==> config.mk <==
export PLATFORM = sky130hd
export DESIGN_NAME = topk4_select
export DESIGN_NICKNAME = d
export VERILOG_FILES = /design/src/rtl/topk4_select.sv
export SDC_FILE = /design/constraint.sdc
export NUM_CORES = 1
export LEC_CHECK = 0
export ABC_AREA = 1
export ABC_CLOCK_PERIOD_IN_PS = 4400
export BUFFER_PORTS_ARGS = -buffer_cell sky130_fd_sc_hd__buf_2
export CELL_PAD_IN_SITES_DETAIL_PLACEMENT = 1
export CELL_PAD_IN_SITES_GLOBAL_PLACEMENT = 1
export CORE_MARGIN = 1.5
export CORE_UTILIZATION = 45
export CTS_BUF_LIST = sky130_fd_sc_hd__clkbuf_8
export CTS_CLUSTER_SIZE = 30
export DETAILED_ROUTE_END_ITERATION = 10
export PLACE_DENSITY = 0.81
export SYNTH_ARGS = -nofsm -noshare
export SYNTH_HDL_FRONTEND = slang
export SYNTH_SLANG_ARGS = --single-unit
export TNS_END_PERCENT = 1
==> constraint.sdc <==
create_clock -name clk -period 4.4 [get_ports clk]
set_input_delay 0.22 -clock clk [delete_from_list [all_inputs] [get_ports clk]]
set_output_delay 0.22 -clock clk [all_outputs]
set_load 0.02 [all_outputs]
==> src/rtl/topk4_select.sv <==
module topk4_select #(
  parameter int DW = 16,
  parameter int IW = 16
) (
  input  logic          clk,
  input  logic          rst_n,
  input  logic          start,
  input  logic [7:0]    op,
  input  logic          in_valid,
  output logic          in_ready,
  input  logic [DW-1:0] in_data,
  input  logic          in_last,
  output logic          out_valid,
  input  logic          out_ready,
  output logic [DW-1:0] out_value,
  output logic [IW-1:0] out_index,
  output logic          out_last,
  output logic          err
);
  localparam logic [7:0] OP_MIN = 8'h08, OP_MAX = 8'h09, OP_AMIN = 8'h20, OP_AMAX = 8'h21;
  localparam logic [DW-1:0] NEG_LIM = {1'b1, {(DW-1){1'b0}}};
  localparam logic [DW-1:0] POS_LIM = {1'b0, {(DW-1){1'b1}}};
  localparam int K = 4;

  typedef enum logic [1:0] {S_IDLE, S_FILL, S_DRAIN} state_t;
  state_t state;

  logic [7:0]    op_q;
  logic [IW-1:0] cnt;
  logic [1:0]    ptr;
  logic [DW-1:0] sval [K];
  logic [IW-1:0] sidx [K];
  logic [K-1:0]  sv, beats;

  function automatic logic signed [DW-1:0] rank_key(input logic [DW-1:0] v, input logic mag);
    if (!mag) return v;
    if (v == NEG_LIM) return POS_LIM;
    return v[DW-1] ? -v : v;
  endfunction

  wire op_ok  = (op == OP_MIN) || (op == OP_MAX) || (op == OP_AMIN) || (op == OP_AMAX);
  wire is_min = (op_q == OP_MIN) || (op_q == OP_AMIN);
  wire is_abs = (op_q == OP_AMIN) || (op_q == OP_AMAX);
  wire take   = in_valid && in_ready;
  wire signed [DW-1:0] nkey = rank_key(in_data, is_abs);

  for (genvar i = 0; i < K; i++) begin : g_cmp
    wire signed [DW-1:0] skey = rank_key(sval[i], is_abs);
    assign beats[i] = !sv[i] || (is_min ? (nkey < skey) : (nkey > skey));
  end

  assign in_ready  = (state == S_FILL);
  assign out_valid = (state == S_DRAIN);
  assign out_value = sval[~ptr];
  assign out_index = sidx[~ptr];
  assign out_last  = (ptr == 2'd3);

  always_ff @(posedge clk or negedge rst_n) begin
    if (!rst_n) begin
      state <= S_IDLE;
      op_q  <= '0;
      cnt   <= '0;
      ptr   <= '0;
      err   <= 1'b0;
      sv    <= '0;
      for (int i = 0; i < K; i++) begin
        sval[i] <= '0;
        sidx[i] <= '0;
      end
    end else begin
      err <= 1'b0;
      case (state)
        S_IDLE: if (start) begin
          if (op_ok) begin
            state <= S_FILL;
            op_q  <= op;
            cnt   <= '0;
            sv    <= '0;
          end else begin
            err <= 1'b1;
          end
        end
        S_FILL: if (take) begin
          for (int i = K - 1; i >= 0; i--) begin
            if (i > 0 && beats[i-1]) begin
              sval[i] <= sval[i-1];
              sidx[i] <= sidx[i-1];
              sv[i]   <= sv[i-1];
            end else if (beats[i]) begin
              sval[i] <= in_data;
              sidx[i] <= cnt;
              sv[i]   <= 1'b1;
            end
          end
          cnt <= cnt + 1'b1;
          if (in_last) begin
            if (cnt < IW'(3)) begin
              err   <= 1'b1;
              state <= S_IDLE;
            end else begin
              state <= S_DRAIN;
              ptr   <= '0;
            end
          end
        end
        S_DRAIN: if (out_ready) begin
          ptr <= ptr + 1'b1;
          if (ptr == 2'd3) state <= S_IDLE;
        end
        default: state <= S_IDLE;
      endcase
    end
  end
endmodule

==> results.txt, run 1 <==
The number of buffers inserted during clock tree synthesis is 17. The root buffer selected by CTS is sky130_fd_sc_hd__clkbuf_8. The slack of the worst reg-to-reg path is 0.15 ns.

The number of different library cells in the post-synthesis netlist is 45. The combined buffer and inverter count along the critical path is 4. The routability-driven placement congestion ratio is 0.9696. The share of synthesized registers carrying an async set or reset came out at 100.0%.

The mean post-synth cell area is 6.530 um2. For this run, the total global-route usage over all layers was measured as 38.14%. The maximum number of pins on one net before global-route repair is 83. The net count of the finished layout came out at 2112. The ratio of routed vias to standard cells is 6.197.

The total power density per cell area is 849.6 nW/um2. The transition time at the pin with the least slew margin came out at 1.218 ns. The count of endpoints failing hold in the final timing report came out at 0.

The commonest cells after synthesis are sky130_fd_sc_hd__nand2_1 (632), sky130_fd_sc_hd__nor2_1 (172), sky130_fd_sc_hd__dfrtp_1 (161). The worst setup skew after layout came out at 0.02180 ns. From left edge to right edge, the die measures 172.1 um. Headroom to the max-slew limit came out at 18.74%. The global route total overflow came out at 0. In this run the worst path has a maximum fanout of 16.

The minimum period implied by the final worst setup slack is 4.247 ns. The area fraction of the dominant cell type after synthesis is 31.30%. The count of vias placed by the detailed router is 14880. The worst-skew pair later-pin latency is 0.47 ns.

Counting every sink on the clock net gives 161. The startpoint identified for the worst register-to-register timing path is op_q[5]$_DFFE_PN0P_. The sequential area share after synthesis came out at 31.30%. The half-perimeter wire length after placement is 38.69 mm. STA classifies the critical path endpoint as a register. In the post-synthesis netlist, the biggest area contributors are sky130_fd_sc_hd__dfrtp_1 (31%), sky130_fd_sc_hd__nand2_1 (18%), sky130_fd_sc_hd__ha_1 (6.9%). The setup TNS after final layout is 0 ns. The static leakage power is 7.487 nW. The number of nets handed over by synthesis was 2072. In the post-synthesis netlist, the cell with the most instances is sky130_fd_sc_hd__nand2_1. The antenna cell count came out at 0. The share of the cycle needed by the critical path after routing is 96.53%. The H-tree was split into 4 levels. Traced cell by cell, the critical path runs through inv_2 > nor2_1 > nand3_2 > nor2_4 > inv_2 > nor2_1 > inv_2 > nor3_2 > nor3_1 > ha_1 > a21oi_1 > o21ai_0 > a21oi_1 > nand2_1 > nand2_1 > nand3_1 > nand3_2 > nand2_2 > nand2_2 > clkbuf_16 > nand2_1 > nand2_1. The initial core utilization came out at 46.07%. The critical path starts at op_q[5]$_DFFE_PN0P_. TritonCTS built the clock tree. The critical path data arrival time came out at 4.65 ns. The number of enable-type register cells in the synthesized netlist is 0.

The y dimension of the die is 172.1 um. The flow ran to the end, and the final reports show no timing, DRC or antenna violations. The synthesis-to-finish area growth came out at 11.33%. The type of origin of the critical path is a register. The count of pins over their slew limit is 0.

The die footprint came out at 29620 um2. Input and output buffers added on the ports amount to 65. The detailed-route wire length per cell came out at 23.12 um.

Among all flip-flop cells after synthesis, the most frequent one is sky130_fd_sc_hd__dfrtp_1. After detailed routing, the number of remaining DRC violations is 0. The design area came out at 14330 um2. Synthesis handed over a netlist of 1971 instances. The number of routed nets with antenna violations came out at 0.

The Yosys step of the flow raised 0 warnings. The worst hold path begins at op[3]. After detailed placement, the design holds a cell count of 2364. The count of non-filler cells in the finished layout is 2401.

The number of antenna violations at the first check in global routing is 1. After clock tree synthesis, the clock-pin slew on the worst setup and hold paths is 0.09 ns. The detailed-router iteration count before antenna repair came out at 7.

The data required time of the worst path came out at 4.81 ns. The number of placement rows came out at 61. The total wire length after detailed routing is 55.50 mm. The total power came out at 12.17 mW. After floorplanning, the core was sized to cover 27930 um2.

The type of the setup path with the least slack is reg -> reg. The count of pins on the block boundary came out at 66. Static timing analysis puts the maximum clock frequency at 235.4 MHz.

The netlist area before placement is 12870 um2. The min-delay analysis places its worst path in the category in -> reg. The critical path's top delay family is simple AND/OR/NAND/NOR gates. The max-capacitance violation count came out at 0. The biggest area contributor in the post-synthesis netlist is sky130_fd_sc_hd__dfrtp_1.

VDD sags by at most 0.4973 mV. The number of storage elements in the synthesis netlist came out at 161. The number of global-route vias before repair came to 15030.

The longest clock path from root to sink contains 2 buffers. The worst stage delay on the critical path is 0.74 ns. In the final layout, the share of cells above drive strength 1 is 11.07%.

The detailed router finished its first iteration with 1323 violations. The critical-path cell with the highest stage delay is sky130_fd_sc_hd__nor3_1. The count of endpoints failing setup in the final report is 0. The most numerous cell type found on the critical path is sky130_fd_sc_hd__nand2_1.

The global-route wire length before repair is 85.08 mm. Summing all placed instances gives a cell area of 13740 um2.
==> layer usage <==
layer  up-vias  global-route usage [%]  wire (um)
met3       201                   4.967       3969
met1      7309                   46.99      22130
met5         -                       0          0
li1       6676                       -          -
met2       693                   62.36      25720
met4         0                   25.90       3680
==> metrics by stage <==
| step | setup slack [ns] | hold WS (ns) | utilization (%) |
|---|---|---|---|
| after floorplan | 0.8553 | -0.07559 | - |
| after global placement | 0.01789 | 0.3313 | 49.19 |
| after detailed placement | -0.07531 | 0.3453 | 49.19 |
| after CTS | 0.06934 | 0.01381 | 50.59 |
| after global routing | -0.01741 | 0.03641 | 51.29 |
| final | 0.1525 | 0.02279 | 51.29 |
==> repair_timing <==
item,in CTS,in global routing
setup endpoints to repair,25,128
pin swaps,0,1
endpoints found under the hold margin,80,0
buffers inserted,0,3
resized for setup,2,34
hold buffers,2,0
gates cloned,0,1
==> area by class of cell <==
class / instances / area (um2)
clock inverters: 14 / 132.6
flip-flops and latches: 161 / 4030
repair buffers: 140 / 1055
multi-input cells: 1548 / 7864
clock buffers: 17 / 234.0
inverters: 143 / 539.3
well taps: 378 / 473.0
fillers: 3835 / 13610
==> report_power, final <==
group / internal (mW) / leakage (nW) / switching (mW) / total [mW]
clock network: 0.455 / 0.190 / 0.647 / 1.10
logic: 2.60 / 5.17 / 5.72 / 8.32
registers: 2.00 / 2.13 / 0.749 / 2.75
==> path summary, 6_finish.rpt <==
kind                                        endpoint  cells past startpoint
worst max-delay path            sidx[31]$_DFFE_PN0P_                     22
worst min-delay path             op_q[3]$_DFFE_PN0P_                      2
worst max register to register  sidx[31]$_DFFE_PN0P_                     22
worst min register to register   op_q[6]$_DFFE_PN0P_                      2
max in group asynchronous       sval[38]$_DFFE_PN0P_                      3
min in group asynchronous          sv[0]$_DFFE_PN0P_                      2
==> flip-flops by register name, indices dropped and copies added (netlist names) <==
register,count
state,2
sidx,64
err,1
ptr,2
op_q,8
sval,64
sv,4
cnt,16
==> cells in the final DEF, fill, tap and decap left out, types with 27 or more instances in the layout <==
cell type,instances
sky130_fd_sc_hd__nand2_1,627
sky130_fd_sc_hd__nor2_1,170
sky130_fd_sc_hd__dfrtp_1,160
sky130_fd_sc_hd__nand3_1,151
sky130_fd_sc_hd__inv_1,135
sky130_fd_sc_hd__o21ai_0,131
sky130_fd_sc_hd__nand4_1,113
sky130_fd_sc_hd__a21oi_1,73
sky130_fd_sc_hd__ha_1,71
sky130_fd_sc_hd__buf_2,64
sky130_fd_sc_hd__nor3_1,57
sky130_fd_sc_hd__buf_4,55
sky130_fd_sc_hd__o22ai_1,27
==> cell families (layout without fill, tap and decap cells) <==
logic type               Yosys count  in the layout  share of synthesized area [%]
AO/OA/AOI/OAI                    272            272                          11.45
XOR/XNOR                          12             12                         0.8167
adder cells (fa/ha/maj)           71             71                          6.903
buffers and inverters            262            314                          8.390
flip-flops                       161            161                          31.30
multiplexers                       2              2                         0.1750
AND/OR/NAND/NOR                 1191           1191                          40.96
Power figures use the tool's default switching activity.
==> run 2, diff against run 1 <==
--- a/config.mk
+++ b/config.mk
@@ -15,6 +15,7 @@
 export CTS_BUF_LIST = sky130_fd_sc_hd__clkbuf_8
 export CTS_CLUSTER_SIZE = 30
 export DETAILED_ROUTE_END_ITERATION = 10
+export MAX_ROUTING_LAYER = met4
 export PLACE_DENSITY = 0.81
 export SYNTH_ARGS = -nofsm -noshare
 export SYNTH_HDL_FRONTEND = slang
==> run 2 against run 1 <==
  * Cell count grew 0.50%
  * Sequential power increased by 2%
  * Flip-flop and latch count stayed put
  * Global-route usage is 0.77 points higher
  * Cell area increased by 1.1%
  * Core utilization is 0.57 points higher
  * Clock skew fell by 0.00083 ns
  * Sequential share of layout area shrank 0.30 points
  * Clock power increased by 13%
  * First-iteration DRC count rose by 1.5%
==> results.txt, run 2 (synthesis results as in run 1) <==
The worst setup skew after layout is 0.02098 ns (was 0.02180 ns). The initial core utilization came to 46.07% (unchanged). The reg-to-reg startpoint is sval[16]$_DFFE_PN0P_ (was op_q[5]$_DFFE_PN0P_). The global-route wire length before repair is 84.14 mm (was 85.08 mm).

The count of endpoints failing setup in the final report is 0 (unchanged). The remaining max-slew budget at the tightest pin is 44.68% (was 18.74%). The static leakage power is 7.546 nW (was 7.487 nW). The leading cell type in the layout, fill and taps excluded is sky130_fd_sc_hd__nand2_1 (unchanged).

The terminus of the critical flop-to-flop path is sidx[23]$_DFFE_PN0P_ (was sidx[31]$_DFFE_PN0P_). The upper clock frequency limit is 234.9 MHz (was 235.4 MHz). The count of pins on the block boundary came out at 66 (unchanged). The number of placement rows was 61 (unchanged). The number of levels in the clock H-tree came out at 4 (unchanged). Largest registers: sidx (64), sval (64), cnt (16) (unchanged). The CTS tree is built (unchanged). The max-capacitance violation count came to 0 (unchanged). Setup repair after global routing could not meet its margin everywhere. The highest net fanout along the worst path is 17 (was 16). The y dimension of the die was 172.1 um (unchanged). The global router's overall resource usage came out at 38.91% (was 38.14%). The destination of the worst hold path is op_q[5]$_DFFE_PN0P_ (was op_q[3]$_DFFE_PN0P_). The DRC violations left is 0 (unchanged).

The startpoint of the lowest-slack hold path is op[5] (was op[3]). The number of violations reported at the end of detailed-routing iteration 0 is 1343 (was 1323). The type of the setup path with the least slack was reg -> reg (unchanged).

The data required time of the worst path came out at 4.78 ns (was 4.81 ns). The detailed-route wire length per cell is 22.89 um (was 23.12 um). The setup TNS after final layout was 0 ns (unchanged). The synthesis-to-finish area growth came out at 12.56% (was 11.33%). The number of antenna violations at the first check in global routing came to 1 (unchanged). The quantity of I/O buffers inserted on ports is 65 (unchanged).

The hold path depth came to 3 (was 2). The critical path data arrival time came to 4.64 ns (was 4.65 ns). The net count of the finished layout is 2122 (was 2112).

The number of routed nets with antenna violations was 0 (unchanged). The count of pins over their slew limit is 0 (unchanged). The layout cell share with drive strength beyond 1 is 11.75% (was 11.07%). The clock sink count is 161 (unchanged). The path depth of the worst reg2reg path is 25 (was 22). The minimum period implied by the final worst setup slack is 4.256 ns (was 4.247 ns). The number of buffers inserted during clock tree synthesis is 17 (unchanged). The worst-case clock buffer depth was 2 (unchanged). The maximum number of pins on one net before global-route repair came out at 84 (was 83).

The type of origin of the critical path was a register (unchanged). The root buffer selected by CTS is sky130_fd_sc_hd__clkbuf_8 (unchanged). Outcome: complete, no violations (unchanged).

The ratio of routed vias to standard cells was 6.163 (was 6.197). The die footprint is 29620 um2 (unchanged). The placement-stage cell area came out at 13730 um2 (was 13740 um2). The slack of the worst reg-to-reg path came out at 0.14 ns (was 0.15 ns). The half-perimeter wire length after placement came out at 38.67 mm (was 38.69 mm). The number of global-route vias before repair came out at 14920 (was 15030). The design area came out at 14490 um2 (was 14330 um2). The count of endpoints failing hold in the final timing report came to 0 (unchanged). The global route total overflow is 0 (unchanged). The count of vias placed by the detailed router was 14870 (was 14880). Commonest non-fill, non-tap cells in the layout: sky130_fd_sc_hd__nand2_1 (627), sky130_fd_sc_hd__nor2_1 (171), sky130_fd_sc_hd__dfrtp_1 (159) (was sky130_fd_sc_hd__nand2_1 (627), sky130_fd_sc_hd__nor2_1 (170), sky130_fd_sc_hd__dfrtp_1 (160)). The clock-pin slew on the worst setup and hold paths came to 0.09 ns (about the same). The routability-driven placement congestion ratio came to 0.9725 (was 0.9696). The transition time at the pin with the least slew margin is 0.8289 ns (was 1.218 ns).

The total wire length after detailed routing is 55.24 mm (was 55.50 mm). The maximum VDD drop is 0.4760 mV (was 0.4973 mV). The worst-skew pair later-pin latency came out at 0.50 ns (was 0.47 ns).

The share of the cycle needed by the critical path after routing is 96.74% (was 96.53%). The placeable core region came out at 27930 um2 (unchanged). The endpoint kind of the worst setup timing path is a register (unchanged). The worst hold path class is in -> reg (unchanged).

The total power density per cell area is 846.2 nW/um2 (was 849.6 nW/um2). The detailed-router iteration count before antenna repair came out at 5 (was 7). The horizontal die dimension is 172.1 um (unchanged).
run 2: worst max-delay path, cell delays in order, from the launching register on:
cell,delay (ns)
sky130_fd_sc_hd__dfrtp_1,0.44
sky130_fd_sc_hd__inv_1,0.15
sky130_fd_sc_hd__ha_1,0.23
sky130_fd_sc_hd__inv_1,0.09
sky130_fd_sc_hd__nor4_2,0.33
sky130_fd_sc_hd__nor3b_4,0.31
sky130_fd_sc_hd__nand3_1,0.13
sky130_fd_sc_hd__nor2_1,0.14
sky130_fd_sc_hd__nand2_2,0.15
sky130_fd_sc_hd__o21ai_0,0.12
sky130_fd_sc_hd__a21oi_1,0.09
sky130_fd_sc_hd__ha_1,0.31
sky130_fd_sc_hd__nand2_1,0.07
sky130_fd_sc_hd__nor2_1,0.14
sky130_fd_sc_hd__nand2_1,0.07
sky130_fd_sc_hd__nor2_1,0.13
sky130_fd_sc_hd__nand2_1,0.08
sky130_fd_sc_hd__nand4_1,0.13
sky130_fd_sc_hd__nand2_1,0.08
sky130_fd_sc_hd__nand2_2,0.07
sky130_fd_sc_hd__nand3_2,0.09
sky130_fd_sc_hd__nand2_2,0.24
sky130_fd_sc_hd__nand2_1,0.19
sky130_fd_sc_hd__buf_8,0.21
sky130_fd_sc_hd__nand2_1,0.09
sky130_fd_sc_hd__nand2_1,0.06
run 2: worst max-delay path by stage:
| stage | from | to | slack (ns) |
|---|---|---|---|
| 6_report | sval[16]$_DFFE_PN0P_ | sidx[23]$_DFFE_PN0P_ | 0.14 |
| 5_1_grt | sval[16]$_DFFE_PN0P_ | sval[17]$_DFFE_PN0P_ | -0.11 |
| 4_1_cts | sval[32]$_DFFE_PN0P_ | sidx[23]$_DFFE_PN0P_ | 0.02 |
| 3_5_place_dp | in_data[1] | sval[34]$_DFFE_PN0P_ | -0.09 |
| 3_3_place_gp | in_data[1] | sval[37]$_DFFE_PN0P_ | 0.02 |
| 2_1_floorplan | sval[32]$_DFFE_PN0P_ | sval[18]$_DFFE_PN0P_ | 0.86 |
run 2: per-stage QoR:
stage	setup WS (ns)	hold slack [ns]	power, mW	instances	util, %
after detailed placement	-0.09318	0.3228	10.59	2366	49.15
after global placement	0.02399	0.3187	10.29	2366	49.15
final	0.1435	0.07174	12.26	2413	51.86
after global routing	-0.1087	0.07007	13.08	2413	51.86
after CTS	0.01515	0.03443	11.87	2404	50.97
after floorplan	0.8553	-0.07559	7.669	1971	-
run 2: layout make-up:
class / count / area, um2
fill: 3812 / 13450
multi-input combinational: 1548 / 7899
sequential: 161 / 4031
timing repair buffer: 149 / 1097
inverter: 143 / 546.8
tap: 378 / 473.0
clock buffer: 20 / 275.3
clock inverter: 12 / 156.4
timing repair inverter: 1 / 5.005
antenna: 1 / 2.502
run 2: per-layer routing:
metal / share of wire, % / vias to the layer above / GRT usage, %
li1: - / 6699 / -
met1: 40 / 7359 / 46.56
met5: 0 / - / -
met4: 5.2 / 0 / 21.59
met2: 47 / 655 / 63.13
met3: 7.3 / 159 / 5.653
run 2: where the power goes:
part	switching [mW]	internal [mW]	leakage [nW]	total [mW]
combinational	5.64	2.57	5.21	8.20
clock	0.630	0.609	0.213	1.24
sequential	0.811	2.00	2.12	2.81
run 2: repair_timing:
action | 4_1_cts | 5_1_grt
endpoints found under the setup margin | 89 | 128
resized for setup | 4 | 40
hold endpoints to repair | 81 | 0
pin swaps | 1 | 4
cloned | 0 | 2
setup buffers | 2 | 6
hold buffers | 4 | 0
==> run 3, diff against run 2 <==
--- a/config.mk
+++ b/config.mk
@@ -5,18 +5,17 @@
 export SDC_FILE = /design/constraint.sdc
 export NUM_CORES = 1
 export LEC_CHECK = 0
-export ABC_AREA = 1
 export ABC_CLOCK_PERIOD_IN_PS = 4400
 export BUFFER_PORTS_ARGS = -buffer_cell sky130_fd_sc_hd__buf_2
 export CELL_PAD_IN_SITES_DETAIL_PLACEMENT = 1
 export CELL_PAD_IN_SITES_GLOBAL_PLACEMENT = 1
 export CORE_MARGIN = 1.5
-export CORE_UTILIZATION = 45
+export CORE_UTILIZATION = 50
 export CTS_BUF_LIST = sky130_fd_sc_hd__clkbuf_8
 export CTS_CLUSTER_SIZE = 30
 export DETAILED_ROUTE_END_ITERATION = 10
 export MAX_ROUTING_LAYER = met4
-export PLACE_DENSITY = 0.81
+export PLACE_DENSITY = 0.83
 export SYNTH_ARGS = -nofsm -noshare
 export SYNTH_HDL_FRONTEND = slang
 export SYNTH_SLANG_ARGS = --single-unit
==> run 3 against run 2 <==
  * The run now ends with negative setup slack left
  * First-iteration DRC count rose by 35%
  * Non-clock buffer count rose by 166
  * Cell count fell by 24%
  * Maximum frequency fell by 19%
  * Count of clock-buffer cells in the layout fell by 3
  * Critical path depth fell by 8
  * Clock skew rose by 0.0033 ns
  * Synthesized area fell by 8.6%
==> results.txt, run 3 <==
The max-capacitance violation count came out at 0 (unchanged). The cell repeated most along the worst path is sky130_fd_sc_hd__buf_4 (was sky130_fd_sc_hd__nand2_1). The design area came out at 15210 um2 (was 14490 um2).

The worst stage delay on the critical path is 0.53 ns (was 0.44 ns). The total wire length after detailed routing is 60.23 mm (was 55.24 mm). The type of the setup path with the least slack is reg -> reg (unchanged). The synthesized instance count came out at 1263 (was 1971).

Synth top cells by count: sky130_fd_sc_hd__dfrtp_1 (161), sky130_fd_sc_hd__nand2_1 (104), sky130_fd_sc_hd__nor2_1 (96) (was sky130_fd_sc_hd__nand2_1 (632), sky130_fd_sc_hd__nor2_1 (172), sky130_fd_sc_hd__dfrtp_1 (161)). The quantity of I/O buffers inserted on ports came out at 65 (unchanged). The DRC violations left is 0 (unchanged). The detailed-route wire length per cell is 32.79 um (was 22.89 um).

The count of pins on the block boundary came out at 66 (unchanged). The CTS tree is built (unchanged). The critical path data arrival time is 5.60 ns (was 4.64 ns). The placeable core region is 22850 um2 (was 27930 um2). The number of buffers inserted during clock tree synthesis came out at 17 (unchanged). The static leakage power came out at 6.970 nW (was 7.546 nW). The global route total overflow came to 0 (unchanged). The flip-flop cell with the highest count after synthesis is sky130_fd_sc_hd__dfrtp_1 (unchanged). RSZ-0062 raised after global routing: yes (unchanged). The count of yosys warnings during synthesis is 0 (unchanged). The number of placement rows came out at 55 (was 61). The worst-skew pair later-pin latency is 0.50 ns (about the same). The number of antenna violations at the first check in global routing came out at 1 (unchanged). The number of storage elements in the synthesis netlist is 161 (unchanged). The y dimension of the die is 156.4 um (was 172.1 um). The detailed-router iteration count before antenna repair is 6 (was 5).

The horizontal die dimension came out at 156.4 um (was 172.1 um). The die footprint came out at 24460 um2 (was 29620 um2). The critical-path cell with the highest stage delay was sky130_fd_sc_hd__nor4_1 (was sky130_fd_sc_hd__dfrtp_1). Outcome: complete, but fails checks (was complete, no violations). The layout cell share with drive strength beyond 1 came out at 32.68% (was 11.75%). The worst setup margin is -0.8260 ns (was 0.1435 ns). The number of routed nets with antenna violations came out at 0 (unchanged). The area fraction of the dominant cell type after synthesis came out at 34.24% (was 31.30%). The clock sink count came out at 161 (unchanged). The clock-pin slew on the worst setup and hold paths was 0.11 ns (was 0.09 ns).

Walking the worst path, the cells encountered are nor4_1 > buf_4 > nand3_1 > or2_2 > o311ai_0 > o21ai_0 > ha_1 > nand4_1 > nor2_1 > a221o_1 > buf_4 > nor4_4 > buf_4 > nor3_4 > o21ai_2 > buf_12 > a221o_1. The endpoint kind of the worst setup timing path is a register (unchanged). The cell type with the highest aggregate area in the netlist was sky130_fd_sc_hd__dfrtp_1 (unchanged). The transition time at the pin with the least slew margin came out at 1.204 ns (was 0.8289 ns). The share of synthesized registers carrying an async set or reset is 100.0% (unchanged).

The sequential area share after synthesis came out at 34.24% (was 31.30%). The mean post-synth cell area is 9.316 um2 (was 6.530 um2). The met3 capacity usage during global routing is 10.61% (was 5.653%).

The root buffer selected by CTS is sky130_fd_sc_hd__clkbuf_8 (unchanged). The synthesis-to-finish area growth is 29.23% (was 12.56%). The count of endpoints failing setup in the final report is 130 (was 0). The placement-stage cell area is 14000 um2 (was 13730 um2).

The count of pins over their slew limit came to 0 (unchanged). The net count after synthesis came out at 1364 (was 2072). The global router's overall resource usage is 47.75% (was 38.91%). The count of vias placed by the detailed router came out at 13770 (was 14870). The count of endpoints failing hold in the final timing report came out at 0 (unchanged). The remaining max-slew budget at the tightest pin was 19.76% (was 44.68%). Commonest non-fill, non-tap cells in the layout: sky130_fd_sc_hd__buf_4 (212), sky130_fd_sc_hd__dfrtp_1 (159), sky130_fd_sc_hd__nor2_1 (95) (was sky130_fd_sc_hd__nand2_1 (627), sky130_fd_sc_hd__nor2_1 (171), sky130_fd_sc_hd__dfrtp_1 (159)). The checks that failed: negative setup slack. The worst-case clock buffer depth came out at 2 (unchanged).

The initial core utilization was 51.50% (was 46.07%). The fraction of met1 tracks used by global routing is 53.42% (was 46.56%). The number of violations reported at the end of detailed-routing iteration 0 came to 1812 (was 1343). The global-route wire length before repair came to 83.74 mm (was 84.14 mm).

The antenna cell count is 0 (was 1). The worst setup skew after layout came to 0.02430 ns (was 0.02098 ns). The netlist area before placement is 11770 um2 (was 12870 um2). The most numerous cell in the Yosys netlist was sky130_fd_sc_hd__dfrtp_1 (was sky130_fd_sc_hd__nand2_1). The share of the cycle needed by the critical path after routing came out at 118.8% (was 96.74%). The highest net fanout along the worst path is 22 (was 17).

The maximum VDD drop came out at 0.6120 mV (was 0.4760 mV). The net count of the finished layout is 1612 (was 2122). The upper clock frequency limit came out at 191.4 MHz (was 234.9 MHz). The count of non-filler cells in the finished layout came out at 1837 (was 2413). The maximum number of pins on one net before global-route repair is 64 (was 84).

The half-perimeter wire length after placement is 35.84 mm (was 38.67 mm). The number of different library cells in the post-synthesis netlist is 66 (was 45). The type of origin of the critical path is a register (unchanged). Largest registers: sidx (64), sval (64), cnt (16) (unchanged). The data required time of the worst path came to 4.77 ns (was 4.78 ns). The total power density per cell area was 718.9 nW/um2 (was 846.2 nW/um2).

The ratio of routed vias to standard cells came out at 7.495 (was 6.163). Top cells by area in the synthesized netlist: sky130_fd_sc_hd__dfrtp_1 (34%), sky130_fd_sc_hd__ha_1 (7.5%), sky130_fd_sc_hd__mux4_2 (6.1%) (was sky130_fd_sc_hd__dfrtp_1 (31%), sky130_fd_sc_hd__nand2_1 (18%), sky130_fd_sc_hd__ha_1 (6.9%)). The number of enable-type register cells in the synthesized netlist was 0 (unchanged).

The routability-driven placement congestion ratio was 0.9774 (was 0.9725). The worst hold path class is in -> reg (unchanged). The met2 usage in global routing came out at 76.17% (was 63.13%). The minimum period implied by the final worst setup slack came out at 5.226 ns (was 4.256 ns). The number of placed cells counting well taps is 1763 (was 2366). The number of global-route vias before repair is 14140 (was 14920). The most heavily used metal layer in global routing is met2 (unchanged). The number of levels in the clock H-tree was 4 (unchanged). The leading cell type in the layout, fill and taps excluded is sky130_fd_sc_hd__buf_4 (was sky130_fd_sc_hd__nand2_1).
[run 3: changes by cell type after synthesis, moves of 67 or more]
cell / previous run / this run
sky130_fd_sc_hd__nand2_1: 632 / 104
sky130_fd_sc_hd__nor2_1: 172 / 96
sky130_fd_sc_hd__and3_1: 0 / 68
sky130_fd_sc_hd__o21ai_0: 131 / 49
sky130_fd_sc_hd__nand3_1: 153 / 28
sky130_fd_sc_hd__inv_1: 135 / 52
sky130_fd_sc_hd__a221o_1: 0 / 67
sky130_fd_sc_hd__nand4_1: 113 / 19
[run 3: timing repair]
item | 4_1_cts | 5_1_grt
gates cloned | 2 | 2
hold buffers | 5 | 0
setup endpoints to repair | 130 | 130
buffers inserted | 17 | 18
hold endpoints to repair | 65 | 0
resized for setup | 50 | 42
pin swaps | 19 | 19
[run 3: area by class of cell]
cell class | instances | area [um2]
inverter | 52 | 195.2
clock inverter | 15 | 196.4
multi-input combinational | 964 | 7640
fill | 2542 | 7641
sequential | 161 | 4031
clock buffer | 17 | 234.0
tap | 313 | 391.6
timing repair buffer | 315 | 2517
[run 3: metrics by stage]
| stage | total power [mW] | TNS (ns) | worst slack [ns] | hold slack, ns | utilization [%] |
|---|---|---|---|---|---|
| after CTS | 10.08 | -36.63 | -0.3565 | 0.02290 | 64.97 |
| after detailed placement | 8.549 | -49.80 | -0.4512 | 0.2408 | 61.28 |
| final | 10.93 | -87.39 | -0.8260 | 0.003330 | 66.56 |
| after global placement | 8.255 | -35.98 | -0.3510 | 0.2411 | 61.28 |
| after global routing | 11.25 | -91.33 | -0.8340 | 0.06013 | 66.56 |
| after floorplan | 5.826 | -1.483 | -0.02549 | -0.07559 | - |
[run 3: metal layers]
metal	wire, um	vias to the layer above
met1	20440	6799
met5	0	-
met3	6654	490
met2	27570	1180
met4	5568	0
li1	-	5299
[run 3: logic make-up (layout without fill, tap and decap cells)]
logic type      after synthesis  count (layout)  synth area share [%]
compound gates              306             306                 19.39
xor+xnor                     53              53                 3.945
flops                       161             161                 34.24
buf+inv                     139             399                 4.955
simple gates                468             469                 20.64
fa+ha+maj                    71              71                 7.550
mux                          65              65                 9.283
[run 3: path summary, 6_finish.rpt]
check                                     startpoint                   end  cells past startpoint  slack [ns]
min in group asynchronous                      rst_n  state[0]$_DFFE_PN0P_                      2        0.26
worst min-delay path                       out_ready    ptr[0]$_DFFE_PN0P_                      3       0.003
worst max register to register  sval[21]$_DFFE_PN0P_  sval[12]$_DFFE_PN0P_                     17       -0.83
worst min register to register  sidx[15]$_DFFE_PN0P_  sidx[15]$_DFFE_PN0P_                      1        0.53
max in group asynchronous                      rst_n  sval[17]$_DFFE_PN0P_                      3        2.88
worst max-delay path            sval[21]$_DFFE_PN0P_  sval[12]$_DFFE_PN0P_                     17       -0.83
[run 3: worst max-delay path: cells and delay by family, from the launching register on]
family                   cells  cell delay [ns]
AO/OA/AOI/OAI                5             1.47
adder cells (fa/ha/maj)      1             0.41
buffers and inverters        4             0.88
flip-flops                   1             0.41
AND/OR/NAND/NOR              7             1.91
[run 3: power breakdown]
part	switching [mW]	internal, mW	total [mW]	leakage, nW
sequential	0.616	1.94	2.55	2.12
clock	0.700	0.581	1.28	0.213
combinational	4.22	2.88	7.10	4.63
